## config.mk

```make
export PLATFORM = sky130hd
export DESIGN_NAME = uart_rx8
export DESIGN_NICKNAME = d
export VERILOG_FILES = /design/src/rtl/uart_rx8_pkg.sv /design/src/rtl/rx_line_sync.sv /design/src/rtl/rx_frame_fsm.sv /design/src/rtl/uart_rx8.sv
export SDC_FILE = /design/constraint.sdc
export NUM_CORES = 1
export LEC_CHECK = 0
export BUFFER_PORTS_ARGS = -buffer_cell sky130_fd_sc_hd__buf_2
export CORE_MARGIN = 1.5
export CORE_UTILIZATION = 30
export DETAILED_ROUTE_END_ITERATION = 12
export GPL_ROUTABILITY_DRIVEN = 0
export PLACE_DENSITY_LB_ADDON = 0.1
export SYNTH_ARGS = -nofsm -noshare
export SYNTH_HDL_FRONTEND = slang
export SYNTH_SLANG_ARGS = --single-unit
```

## constraint.sdc

```tcl
create_clock -name clk -period 1.9 [get_ports clk]
set_input_delay 0.19 -clock clk [delete_from_list [all_inputs] [get_ports clk]]
set_output_delay 0.19 -clock clk [all_outputs]
set_load 0.01 [all_outputs]
```

## src/rtl/uart_rx8_pkg.sv

```systemverilog
package uart_rx8_pkg;
  localparam int CHAR_W = 8;

  typedef enum logic [2:0] {
    ST_IDLE, ST_START, ST_DATA, ST_PAR, ST_STOP1, ST_STOP2
  } rx_state_e;

  // index of the last data bit for a width code (5..8 bits)
  function automatic logic [2:0] last_bit_idx(input logic [1:0] len);
    return 3'd4 + {1'b0, len};
  endfunction

  // expected parity bit for rule code and running xor of data
  function automatic logic want_parity(input logic [1:0] rule, input logic xr);
    case (rule)
      2'd0:    return ~xr;   // odd
      2'd1:    return 1'b1;  // mark
      2'd2:    return xr;    // even
      default: return 1'b0;  // space
    endcase
  endfunction
endpackage

```

## src/rtl/rx_line_sync.sv

```systemverilog
module rx_line_sync #(
  parameter int STAGES = 2
) (
  input  logic clk,
  input  logic rst_n,
  input  logic din,
  output logic dout
);
  logic [STAGES-1:0] chain;

  always_ff @(posedge clk or negedge rst_n) begin
    if (!rst_n) chain <= '1;
    else        chain <= {chain[STAGES-2:0], din};
  end

  assign dout = chain[STAGES-1];
endmodule

```

## src/rtl/rx_frame_fsm.sv

```systemverilog
module rx_frame_fsm
  import uart_rx8_pkg::*;
#(
  parameter int OSR = 8
) (
  input  logic              clk,
  input  logic              rst_n,
  input  logic              tick,
  input  logic              line,
  input  logic [1:0]        len,
  input  logic [2:0]        parity,
  input  logic              two_stop,
  output logic              done,
  output logic [CHAR_W-1:0] done_data,
  output logic              done_err
);
  localparam int PH_W     = $clog2(OSR);
  localparam int SAMPLE_PH = OSR / 2;

  rx_state_e         st;
  logic [PH_W-1:0]   ph;
  logic [2:0]        idx;
  logic [CHAR_W-1:0] shreg;
  logic              xr, err, last_hi;
  logic              at_sample;

  assign at_sample = (ph == PH_W'(SAMPLE_PH - 1));

  always_ff @(posedge clk or negedge rst_n) begin
    if (!rst_n) begin
      st <= ST_IDLE; ph <= '0; idx <= '0; shreg <= '0;
      xr <= 1'b0; err <= 1'b0; last_hi <= 1'b1;
      done <= 1'b0; done_data <= '0; done_err <= 1'b0;
    end else begin
      done <= 1'b0;
      if (tick) begin
        if (st == ST_IDLE) begin
          last_hi <= line;
          if (last_hi && !line) begin
            st <= ST_START;
            ph <= '0;
          end
        end else begin
          ph <= (ph == PH_W'(OSR - 1)) ? '0 : ph + 1'b1;
          if (at_sample) begin
            case (st)
              ST_START: begin
                if (line) begin
                  st <= ST_IDLE;
                  last_hi <= 1'b1;
                end else begin
                  st <= ST_DATA; idx <= '0; shreg <= '0;
                  xr <= 1'b0; err <= 1'b0;
                end
              end
              ST_DATA: begin
                shreg[idx] <= line;
                xr <= xr ^ line;
                if (idx == last_bit_idx(len)) st <= parity[2] ? ST_PAR : ST_STOP1;
                else                          idx <= idx + 1'b1;
              end
              ST_PAR: begin
                if (line != want_parity(parity[1:0], xr)) err <= 1'b1;
                st <= ST_STOP1;
              end
              ST_STOP1: begin
                if (two_stop) begin
                  if (!line) err <= 1'b1;
                  st <= ST_STOP2;
                end else begin
                  st <= ST_IDLE; last_hi <= line; done <= 1'b1;
                  done_data <= shreg; done_err <= err | ~line;
                end
              end
              default: begin
                st <= ST_IDLE; last_hi <= line; done <= 1'b1;
                done_data <= shreg; done_err <= err | ~line;
              end
            endcase
          end
        end
      end
    end
  end

  // entering the start state requires a low line on the detecting tick
  p_start_low_r2: assert property (@(posedge clk) disable iff (!rst_n)
    (st == ST_START && $past(st) == ST_IDLE) |-> !$past(line));
  // a start abandoned back to idle saw a high line at its check
  p_abort_high_r2: assert property (@(posedge clk) disable iff (!rst_n)
    (st == ST_IDLE && $past(st) == ST_START) |-> $past(line));
  // a character completes only on a sample tick
  p_done_tick_r3: assert property (@(posedge clk) disable iff (!rst_n)
    done |-> $past(tick));
  // one completion per frame
  p_done_single_r6: assert property (@(posedge clk) disable iff (!rst_n)
    done |=> !done);
endmodule

```

## src/rtl/uart_rx8.sv

```systemverilog
module uart_rx8
  import uart_rx8_pkg::*;
#(
  parameter int OSR       = 8,
  parameter int LVL_W     = 5,
  parameter int RTS_LEVEL = 12,
  parameter int SYNC_FF   = 2
) (
  input  logic              clk,
  input  logic              rst_n,
  input  logic              sample_tick,
  input  logic              rxd,
  input  logic [1:0]        cfg_len,
  input  logic [2:0]        cfg_parity,
  input  logic              cfg_two_stop,
  input  logic              flow_en,
  input  logic [LVL_W-1:0]  fifo_level,
  output logic              out_valid,
  input  logic              out_ready,
  output logic [CHAR_W-1:0] out_data,
  output logic              out_err,
  output logic              overrun,
  output logic              rts
);
  logic              line_s;
  logic              f_done, f_err;
  logic [CHAR_W-1:0] f_data;

  rx_line_sync #(.STAGES(SYNC_FF)) sync_i (
    .clk(clk), .rst_n(rst_n), .din(rxd), .dout(line_s)
  );

  rx_frame_fsm #(.OSR(OSR)) fsm_i (
    .clk(clk), .rst_n(rst_n), .tick(sample_tick), .line(line_s),
    .len(cfg_len), .parity(cfg_parity), .two_stop(cfg_two_stop),
    .done(f_done), .done_data(f_data), .done_err(f_err)
  );

  always_ff @(posedge clk or negedge rst_n) begin
    if (!rst_n) begin
      out_valid <= 1'b0; out_data <= '0; out_err <= 1'b0; overrun <= 1'b0;
    end else begin
      overrun <= 1'b0;
      if (out_valid && out_ready) out_valid <= 1'b0;
      if (f_done) begin
        if (out_valid && !out_ready) begin
          overrun <= 1'b1;
        end else begin
          out_valid <= 1'b1;
          out_data  <= f_data;
          out_err   <= f_err;
        end
      end
    end
  end

  assign rts = !flow_en || (fifo_level < LVL_W'(RTS_LEVEL));

  // a stalled character stays put
  p_hold_r7: assert property (@(posedge clk) disable iff (!rst_n)
    (out_valid && !out_ready) |=> (out_valid && $stable(out_data) && $stable(out_err)));
  // dropping a character leaves the held one untouched
  p_ovr_keep_r8: assert property (@(posedge clk) disable iff (!rst_n)
    overrun |-> (out_valid && $stable(out_data)));
  // overrun lasts one clock
  p_ovr_single_r8: assert property (@(posedge clk) disable iff (!rst_n)
    overrun |=> !overrun);
endmodule

```

==> After elaboration in Yosys (flattened, before gate mapping) <==
Index checks and enable logic that the tools add are counted.
{ "word_totals": {"regBits": 43, "inputBits": 17, "wordCells": 121} }
{ "op_classes": {"n_addsub": 3, "n_lt_le_gt_ge": 3, "n_eq_ne": 21, "muxes": 49, "n_bitwise": 7, "n_reduce_logical": 23} }
{ "ops": {"columns": ["operator", "n"], "rows": [
  ["two-way mux 3 bit", 11],
  ["one-hot mux 8 bit (2 select lines)", 2],
  ["two-way mux 1 bit", 23],
  ["two-way mux 8 bit", 2],
  ["AND reduction 5 bit", 3],
  ["inequality test 2 bit (second input constant)", 6],
  ["one-hot mux 3 bit (4 select lines)", 1],
  ["== test 3 x 2 -> 1 bit (second input constant)", 3],
  ["one-hot mux 1 bit (3 select lines)", 3],
  ["bitwise mux 8 bit", 1],
  ["AND reduction 8 bit", 1],
  ["adder 3 x 1 -> 3 bit (second input constant)", 2],
  ["== test 3 bit (second input constant)", 2],
  ["inequality test 3 x 2 -> 1 bit (second input constant)", 2],
  ["one-hot mux 1 bit (2 select lines)", 3],
  ["one-hot mux 3 bit (2 select lines)", 1],
  ["AND reduction 6 bit", 1],
  ["< comparator 5 x 4 -> 1 bit (second input constant)", 1],
  ["inverter 1 bit", 5],
  ["logical AND 1 bit", 4],
  ["< comparator 3 x 4 -> 1 bit (second input constant)", 1],
  ["inequality test 2 x 1 -> 1 bit (second input constant)", 2],
  ["AND reduction 2 bit", 2],
  ["AND reduction 4 bit", 1],
  ["other kinds (20)", 23]
]} }

==> Depth between registers and ports, before layout <==
Gate-level depths: netlist of the first run.
{ "logic_depth": {"ltp_word": 9, "mapped_depth": 7, "mapped_depth_nobuf": 7} }

==> Cells and area by module <==
From an unflattened synthesis of the first run, not the netlist that was laid out.
{ "hier_totals": {"cells_unflattened": 183, "area_unflattened_um2": 2073.2} }
{ "modules_own_cells": {"columns": ["module", "n_inst", "cells_each", "area_per_inst_um2", "seq_area_each_um2"], "rows": [
  ["rx_frame_fsm", 1, 154, 1596.5, 752.0],
  ["uart_rx8", 1, 27, 424.2, 275.3],
  ["rx_line_sync", 1, 2, 52.6, 52.6]
]} }

==> Least setup slack after synthesis of the first run <==
OpenSTA, ideal clock, no wires.
{ "synth_timing": {"kind": "register -> register", "start": "register fsm_i.ph[0]", "end": "register fsm_i.done_data[2]", "setup_ns": 0.125, "arrival_time_ns": 1.816, "required_time_ns": 1.775, "path_slack_ns": -0.041, "path_stages_with_launch": 7, "path_buffers": 1, "cell_sequence": "dfrtp_1 > ha_1 > ha_1 > nand2_1 > nor3b_1 > buf_2 > mux2_2"} }
{ "synth_via": {"elab_chain_len": 2} }
{ "synth_lines": {"columns": ["item", "line", "text"], "rows": [
  ["start: declaration", "rx_frame_fsm.sv:21", "logic [PH_W-1:0] ph;"],
  ["start signal: assignment", "rx_frame_fsm.sv:44", "ph <= (ph == PH_W'(OSR - 1)) ? '0 : ph + 1'b1;"],
  ["== test 3 x 2 -> 1 bit", "rx_frame_fsm.sv:27", "assign at_sample = (ph == PH_W'(SAMPLE_PH - 1));"],
  ["AND reduction 5 bit (no line)", null, null],
  ["end signal: assignment", "rx_frame_fsm.sv:72", "done_data <= shreg; done_err <= err | ~line;"],
  ["end signal: assignment", "rx_frame_fsm.sv:77", "done_data <= shreg; done_err <= err | ~line;"],
  ["end: declaration", "rx_frame_fsm.sv:14", "output logic [CHAR_W-1:0] done_data,"]
]} }
No other way between the ends.
A chain may end at the register's enable or synchronous reset.

==> Final worst setup path of the first run <==
{ "layout_timing": {"start": "register fsm_i.ph[1]", "end": "register fsm_i.shreg[3]"} }
{ "layout_via": {"elab_chain_len": 2} }
{ "layout_lines": {"columns": ["item", "line", "text"], "rows": [
  ["== test 3 x 2 -> 1 bit", "rx_frame_fsm.sv:27", null],
  ["AND reduction 5 bit (no line)", null, null],
  ["end signal: indexed assignment", "rx_frame_fsm.sv:57", "shreg[idx] <= line;"],
  ["end: declaration", "rx_frame_fsm.sv:23", "logic [CHAR_W-1:0] shreg;"]
]} }
No other way between the ends.

==> results_dict.tcl, run 1 <==
set metrics [dict create \
    initial_core_util 0.313 \
    timing.fmax_mhz 557 \
    drc 4 \
    cts-htree-levels 2 \
    overflow 0 \
    r2r_slack_ns 0.11 \
    setup.worst_path.class "reg2reg" \
    seqCellArea_mm2 0.00108 \
    mostFrequentLayoutCells "40 x sky130_fd_sc_hd__dfrtp_1, 26 x sky130_fd_sc_hd__buf_2, 23 x sky130_fd_sc_hd__nand2_1" \
    avgViaCountPerCell 4.78 \
    worstSetupEndpointType "flop" \
    relative_slew_margins 0.708 \
    worst_r2r_path_depth 7 \
    r2r_start "fsm_i.ph[1]" \
    netlist_instances 174 \
    finalSetupViolCount 0 \
    io-pin-count 29 \
    final_slew_violations 0 \
    totalWireLength_um 3990 \
    clkLatencyLatePin_ns 0.29 \
    clock_tree.buffer_depth 2 \
    leakage_uw 0.00117 \
    min_delay_path_depth 3 \
    globalRouteTotalUtil 0.120 \
    max_slew.worst_pin.slew_ns 0.437 \
    ys_seq_elements 43 \
    synth_warnings 0 \
    regToRegEndpoint "fsm_i.shreg[3]" \
    io_buffers 26 \
    post_synth_top_flop "sky130_fd_sc_hd__dfrtp_1" \
    violations "design-rule violations" \
    pin_count_of_the_biggest_net_entering_global_routing 18 \
    final.setup_skew_ns 0.00572 \
    violation_count_after_the_first_detailed_routing_iteration 49 \
    start_kind "flop" \
    setup_tns_ns 0 \
    synthArstFlopShare 1.00 \
    finalHoldViolCount 0 \
    clkTransAtPathRegs_ns 0.08 \
    grt_first_pass_wirelength_um 6760 \
    worst_ep_arrival_time_ns 2.02 \
    hold_path.startpoint "cfg_parity[2]" \
    whs_endpoint "fsm_i.st[1]" \
    chipWidth_um 84.9 \
    max-cap-violations 0 \
    final_core_util 0.380 \
    multiInputGateArea_um2 893 \
    die_height_um 84.9 \
    synth_cell_type_count 43 \
    design.final.nets 237 \
    final_antenna_diode_count 0 \
    synth-edff-count 0 \
    grt_pass1_vias 1444 \
    clock-sinks 43 \
    layout_setup_ws_ns 0.106 \
    detailedRoute.firstPassIterationCount 8 \
    critPathMaxFanout 6 \
    finalCritPeriodShare 0.944 \
    vias 1404 \
    layout.cells.most_common "sky130_fd_sc_hd__dfrtp_1" \
    worst_hold_slack_ns 0.177 \
    grt_antenna_before_repair 0 \
    syn-num-nets 195 \
    worstHoldPathType "in2reg" \
    clock_buffer_count_from_cts 5 \
    hpwl_um 2910 \
    drive_above_1_share 0.355 \
    mappedNetlistArea_mm2 0.00201 \
    power.density_cell_area_mw_per_mm2 1100 \
    synth-seq-area-share 0.536 \
    area.growth.synth_to_final_pct 21.4 \
    pre_cts_slack_ns 0.0535 \
    n_fill_cell 649 \
    wl_per_cell_um 13.6 \
    run_status "finished, violations left" \
    die_area_mm2 0.00721 \
    final_antenna_net_count 0 \
    critPathRequiredTime_ns 2.12 \
    placement_rows 29 \
    timing.final.crit_period_ns 1.79 \
    peakVddDrop_mv 0.597 \
    clk_root_buffer_cell "sky130_fd_sc_hd__clkbuf_8" \
    placeableCoreArea_mm2 0.00642 \
    syn_area_per_cell_um2 11.6 \
    cts_tree "yes" \
]
==> cells by family (layout without fill, tap and decap cells) <==
kind of cell | after synthesis | in the layout | share of synthesized area
simple gates | 56 | 56 | 0.154
mux | 25 | 25 | 0.135
buf+inv | 14 | 57 | 0.0360
fa+ha+maj | 4 | 4 | 0.0249
xor+xnor | 4 | 4 | 0.0174
compound gates | 28 | 28 | 0.0963
flops | 43 | 43 | 0.536
==> stage by stage <==
step / cells / total power [uW] / area (um^2)
floorplan: 174 / 1770 / 2020
global placement: 282 / 2050 / 2300
detailed placement: 282 / 2100 / 2300
CTS: 292 / 2680 / 2400
global route: 294 / 2920 / 2440
finish: 294 / 2700 / 2440
==> worst max-delay path, cell delays in order (launching register included) <==
cell	delay, ns
sky130_fd_sc_hd__dfrtp_1	0.40
sky130_fd_sc_hd__ha_4	0.17
sky130_fd_sc_hd__ha_4	0.13
sky130_fd_sc_hd__nand2_2	0.09
sky130_fd_sc_hd__a211oi_4	0.33
sky130_fd_sc_hd__nand2_2	0.17
sky130_fd_sc_hd__nor3b_2	0.23
sky130_fd_sc_hd__mux2i_1	0.19
==> routing by layer <==
layer | global-route usage | part of all wire | vias up
li1 | - | - | 693
met1 | 0.155 | 0.49 | 673
met2 | 0.187 | 0.46 | 33
met3 | 0.0467 | 0.046 | 5
met4 | 0.0358 | 0.0090 | 0
met5 | 0 | 0 | -
==> cells in the mapped netlist (all sizes together), types with 3 or more instances <==
| cell type | n | area [um^2] |
|---|---|---|
| xnor2 | 3 | 26.3 |
| nor2 | 6 | 22.5 |
| buf | 5 | 33.8 |
| nor2b | 3 | 18.8 |
| dfstp | 3 | 78.8 |
| mux2i | 7 | 70.1 |
| dfrtp | 40 | 1000 |
| inv | 7 | 26.3 |
| nand2 | 25 | 96.4 |
| mux2 | 18 | 203 |
| ha | 4 | 50.1 |
| o21ai | 12 | 60.1 |
| nor3b | 8 | 70.1 |
==> report_power, final <==
part | internal, uW | total (uW) | switching, uW
clock | 261 | 553 | 292
combinational | 442 | 877 | 436
sequential | 1100 | 1270 | 172
total | 1800 | 2700 | 899
==> registers in the layout (all words and copies together), names as in the netlist <==
signal           flops
fsm_i.done_data      8
fsm_i.shreg          8
out_data             8
fsm_i.idx            3
fsm_i.ph             3
fsm_i.st             3
sync_i.chain         2
fsm_i.done           1
fsm_i.done_err       1
fsm_i.err            1
fsm_i.last_hi        1
fsm_i.xr             1
out_err              1
out_valid            1
overrun              1
==> area by class of cell <==
cell class,instances,area share
clock buffers,8,0.0328
inverters,7,0.0108
multi-input cells,117,0.366
flip-flops and latches,43,0.442
well taps,77,0.0394
repair buffers,42,0.110
==> how the worst max path moves through the flow <==
stage | start | endpoint | depth (start not counted)
5_1_grt | fsm_i.ph[1] | fsm_i.shreg[3] | 7
2_1_floorplan | fsm_i.ph[0] | fsm_i.done_data[2] | 6
6_report | fsm_i.ph[1] | fsm_i.shreg[3] | 7
3_3_place_gp | fsm_i.ph[0] | fsm_i.shreg[5] | 7
3_5_place_dp | fsm_i.ph[0] | fsm_i.shreg[1] | 7
4_1_cts | fsm_i.ph[0] | fsm_i.shreg[5] | 7
==> repair_timing <==
item / in CTS / in global routing
endpoints found under the setup margin: 0 / 19
endpoints found under the hold margin: 13 / 0
setup buffers: 0 / 2
hold buffers: 2 / 0
resized for setup: 0 / 5
No activity file was read; power rests on OpenSTA's default activity.
==> run 2: changes to the inputs <==
Settings changed: CORE_UTILIZATION 30 to 40.
==> run 2 against run 1 <==
Effect of this change: the flow now finishes without violations; sequential power rose by 3%; worst hold slack got worse by 0.015 ns; setup slack improved by 0.0069 ns; critical path depth did not move; critical path type unchanged; critical endpoint is now fsm_i.shreg[1]; highest routed layer unchanged.
==> results_dict.tcl, run 2 (same netlist as run 1, synthesis figures left out) <==
set metrics [dict create \
    critPathMaxFanout 6 \
    initial_core_util 0.421 \
    layout.cells.most_common "sky130_fd_sc_hd__dfrtp_1" \
    io_buffers 26 \
    die_height_um 73.9 \
    final_design_area_no_fill_mm2 0.00248 \
    peakVddDrop_mv 1.03 \
    wl_per_cell_um 13.1 \
    min_delay_path_depth 3 \
    worstSetupEndpointType "flop" \
    run_status "completed" \
    setup_tns_ns 0 \
    grt_pass1_vias 1339 \
    worst_hold_slack_ns 0.161 \
    worstHoldPathType "in2reg" \
    placedCellCount 270 \
    power.density_cell_area_mw_per_mm2 1160 \
    avgViaCountPerCell 5.05 \
    final_slew_violations 0 \
    detail_route.wirelength.met1_um 1780 \
    final_core_util 0.518 \
    met2_length_um 1750 \
    drive_above_1_share 0.378 \
    clkLatencyLatePin_ns 0.30 \
    placement_rows 25 \
    start_kind "flop" \
    clock_buffer_count_from_cts 5 \
    grt_first_pass_wirelength_um 6130 \
    worst_ep_arrival_time_ns 1.96 \
    io-pin-count 29 \
    pwr-share-seq 0.454 \
    die_area_mm2 0.00547 \
    finalHoldViolCount 0 \
    final_antenna_net_count 0 \
    clock_tree.buffer_depth 2 \
    regToRegEndpoint "fsm_i.shreg[1]" \
    area.growth.synth_to_final_pct 23.2 \
    totalWireLength_um 3730 \
    timing.final.crit_period_ns 1.79 \
    hpwl_um 2680 \
    mostFrequentLayoutCells "40 x sky130_fd_sc_hd__dfrtp_1, 26 x sky130_fd_sc_hd__buf_2, 23 x sky130_fd_sc_hd__nand2_1" \
    worst_r2r_path_depth 7 \
    n_fill_cell 441 \
    finalSetupViolCount 0 \
    placeableCoreArea_mm2 0.00479 \
    cellInternalPower_uw 1930 \
    vias 1435 \
    switchingPower_uw 943 \
    overflow 0 \
    setup.worst_path.class "reg2reg" \
    pin_count_of_the_biggest_net_entering_global_routing 18 \
    chipWidth_um 73.9 \
    placement_cell_area_mm2 0.00226 \
    final.setup_skew_ns 0.00663 \
    highest_metal_layer_used_by_the_detailed_router "met4" \
    final_antenna_diode_count 0 \
    setup_repair_after_global_routing_missed_its_margin "no" \
    critPathRequiredTime_ns 2.07 \
    cts_tree "yes" \
    p_comb_frac 0.300 \
    r2r_slack_ns 0.11 \
    finalNonFillerCells 284 \
    cts-htree-levels 2 \
    cp-endpoint "fsm_i.shreg[1]" \
    met3WireLength_um 166 \
    clkTransAtPathRegs_ns 0.08 \
    r2r_start "fsm_i.ph[1]" \
    clock-sinks 43 \
    max_slew.worst_pin.slew_ns 0.453 \
    finalCritPeriodShare 0.941 \
    design.final.nets 237 \
    timing.fmax_mhz 560 \
    violation_count_after_the_first_detailed_routing_iteration 48 \
    relative_slew_margins 0.698 \
    max-cap-violations 0 \
    critPathLaunch "fsm_i.ph[1]" \
    clk_root_buffer_cell "sky130_fd_sc_hd__clkbuf_8" \
    largestRegisters "fsm_i.done_data: 8 flops, fsm_i.shreg: 8 flops, out_data: 8 flops" \
    detailedRoute.firstPassIterationCount 4 \
    drc 0 \
    grt_antenna_before_repair 0 \
    power.share.clock 0.246 \
    switching_share_of_total_power 0.328 \
    leakage_uw 0.00120 \
    globalRouteTotalUtil 0.146 \
]
-- run 2: worst min-delay path by stage --
stage | from | end | slack, ns
3_3_place_gp | rst_n | fsm_i.done_err | 0.12
3_5_place_dp | rst_n | out_err | 0.12
5_1_grt | cfg_parity[2] | fsm_i.st[1] | 0.18
2_1_floorplan | rst_n | fsm_i.done | -0.11
4_1_cts | cfg_parity[2] | fsm_i.st[1] | 0.15
6_report | cfg_parity[2] | fsm_i.st[1] | 0.16
-- run 2: power groups by stage --
stage	sequential (uW)	combinational [uW]	clock [uW]
detailed placement	1300	756	0
CTS	1280	766	734
finish	1310	864	707
global placement	1280	733	0
global route	1330	960	770
floorplan	1200	572	0
-- run 2: worst max-delay path, stage by stage (launching register included) --
cell	delay [ns]
sky130_fd_sc_hd__dfrtp_1	0.40
sky130_fd_sc_hd__ha_4	0.17
sky130_fd_sc_hd__ha_4	0.14
sky130_fd_sc_hd__nand2_2	0.09
sky130_fd_sc_hd__a211oi_4	0.35
sky130_fd_sc_hd__nand2_4	0.14
sky130_fd_sc_hd__o311ai_4	0.25
sky130_fd_sc_hd__o41ai_2	0.11
-- run 2: metal layers --
| layer | vias to the layer above | GRT usage |
|---|---|---|
| met1 | 705 | 0.201 |
| met3 | 4 | 0.0474 |
| met4 | 0 | 0.0494 |
| li1 | 698 | - |
| met5 | - | 0 |
| met2 | 28 | 0.219 |
-- run 2: cell type report --
type / count / area (um^2) / share of cell area
Multi-Input combinational cell: 117 / 923 / 0.372
Tap cell: 67 / 83.8 / 0.0338
Inverter: 7 / 26.3 / 0.0106
Clock inverter: 3 / 43.8 / 0.0177
Timing Repair Buffer: 42 / 255 / 0.103
Sequential cell: 43 / 1080 / 0.435
Clock buffer: 5 / 68.8 / 0.0277
-- run 2: through the flow --
stage	power, uW	setup slack [ns]
finish	2880	0.113
global route	3060	0.00651
CTS	2780	0.0315
detailed placement	2060	0.0587
global placement	2020	0.118
floorplan	1770	0.0583
-- run 2: what timing repair did --
item | in CTS | in global routing
resized for setup | 0 | 10
hold buffers | 2 | 0
buffers inserted | 0 | 4
setup endpoints to repair | 0 | 9
endpoints found under the hold margin | 16 | 0
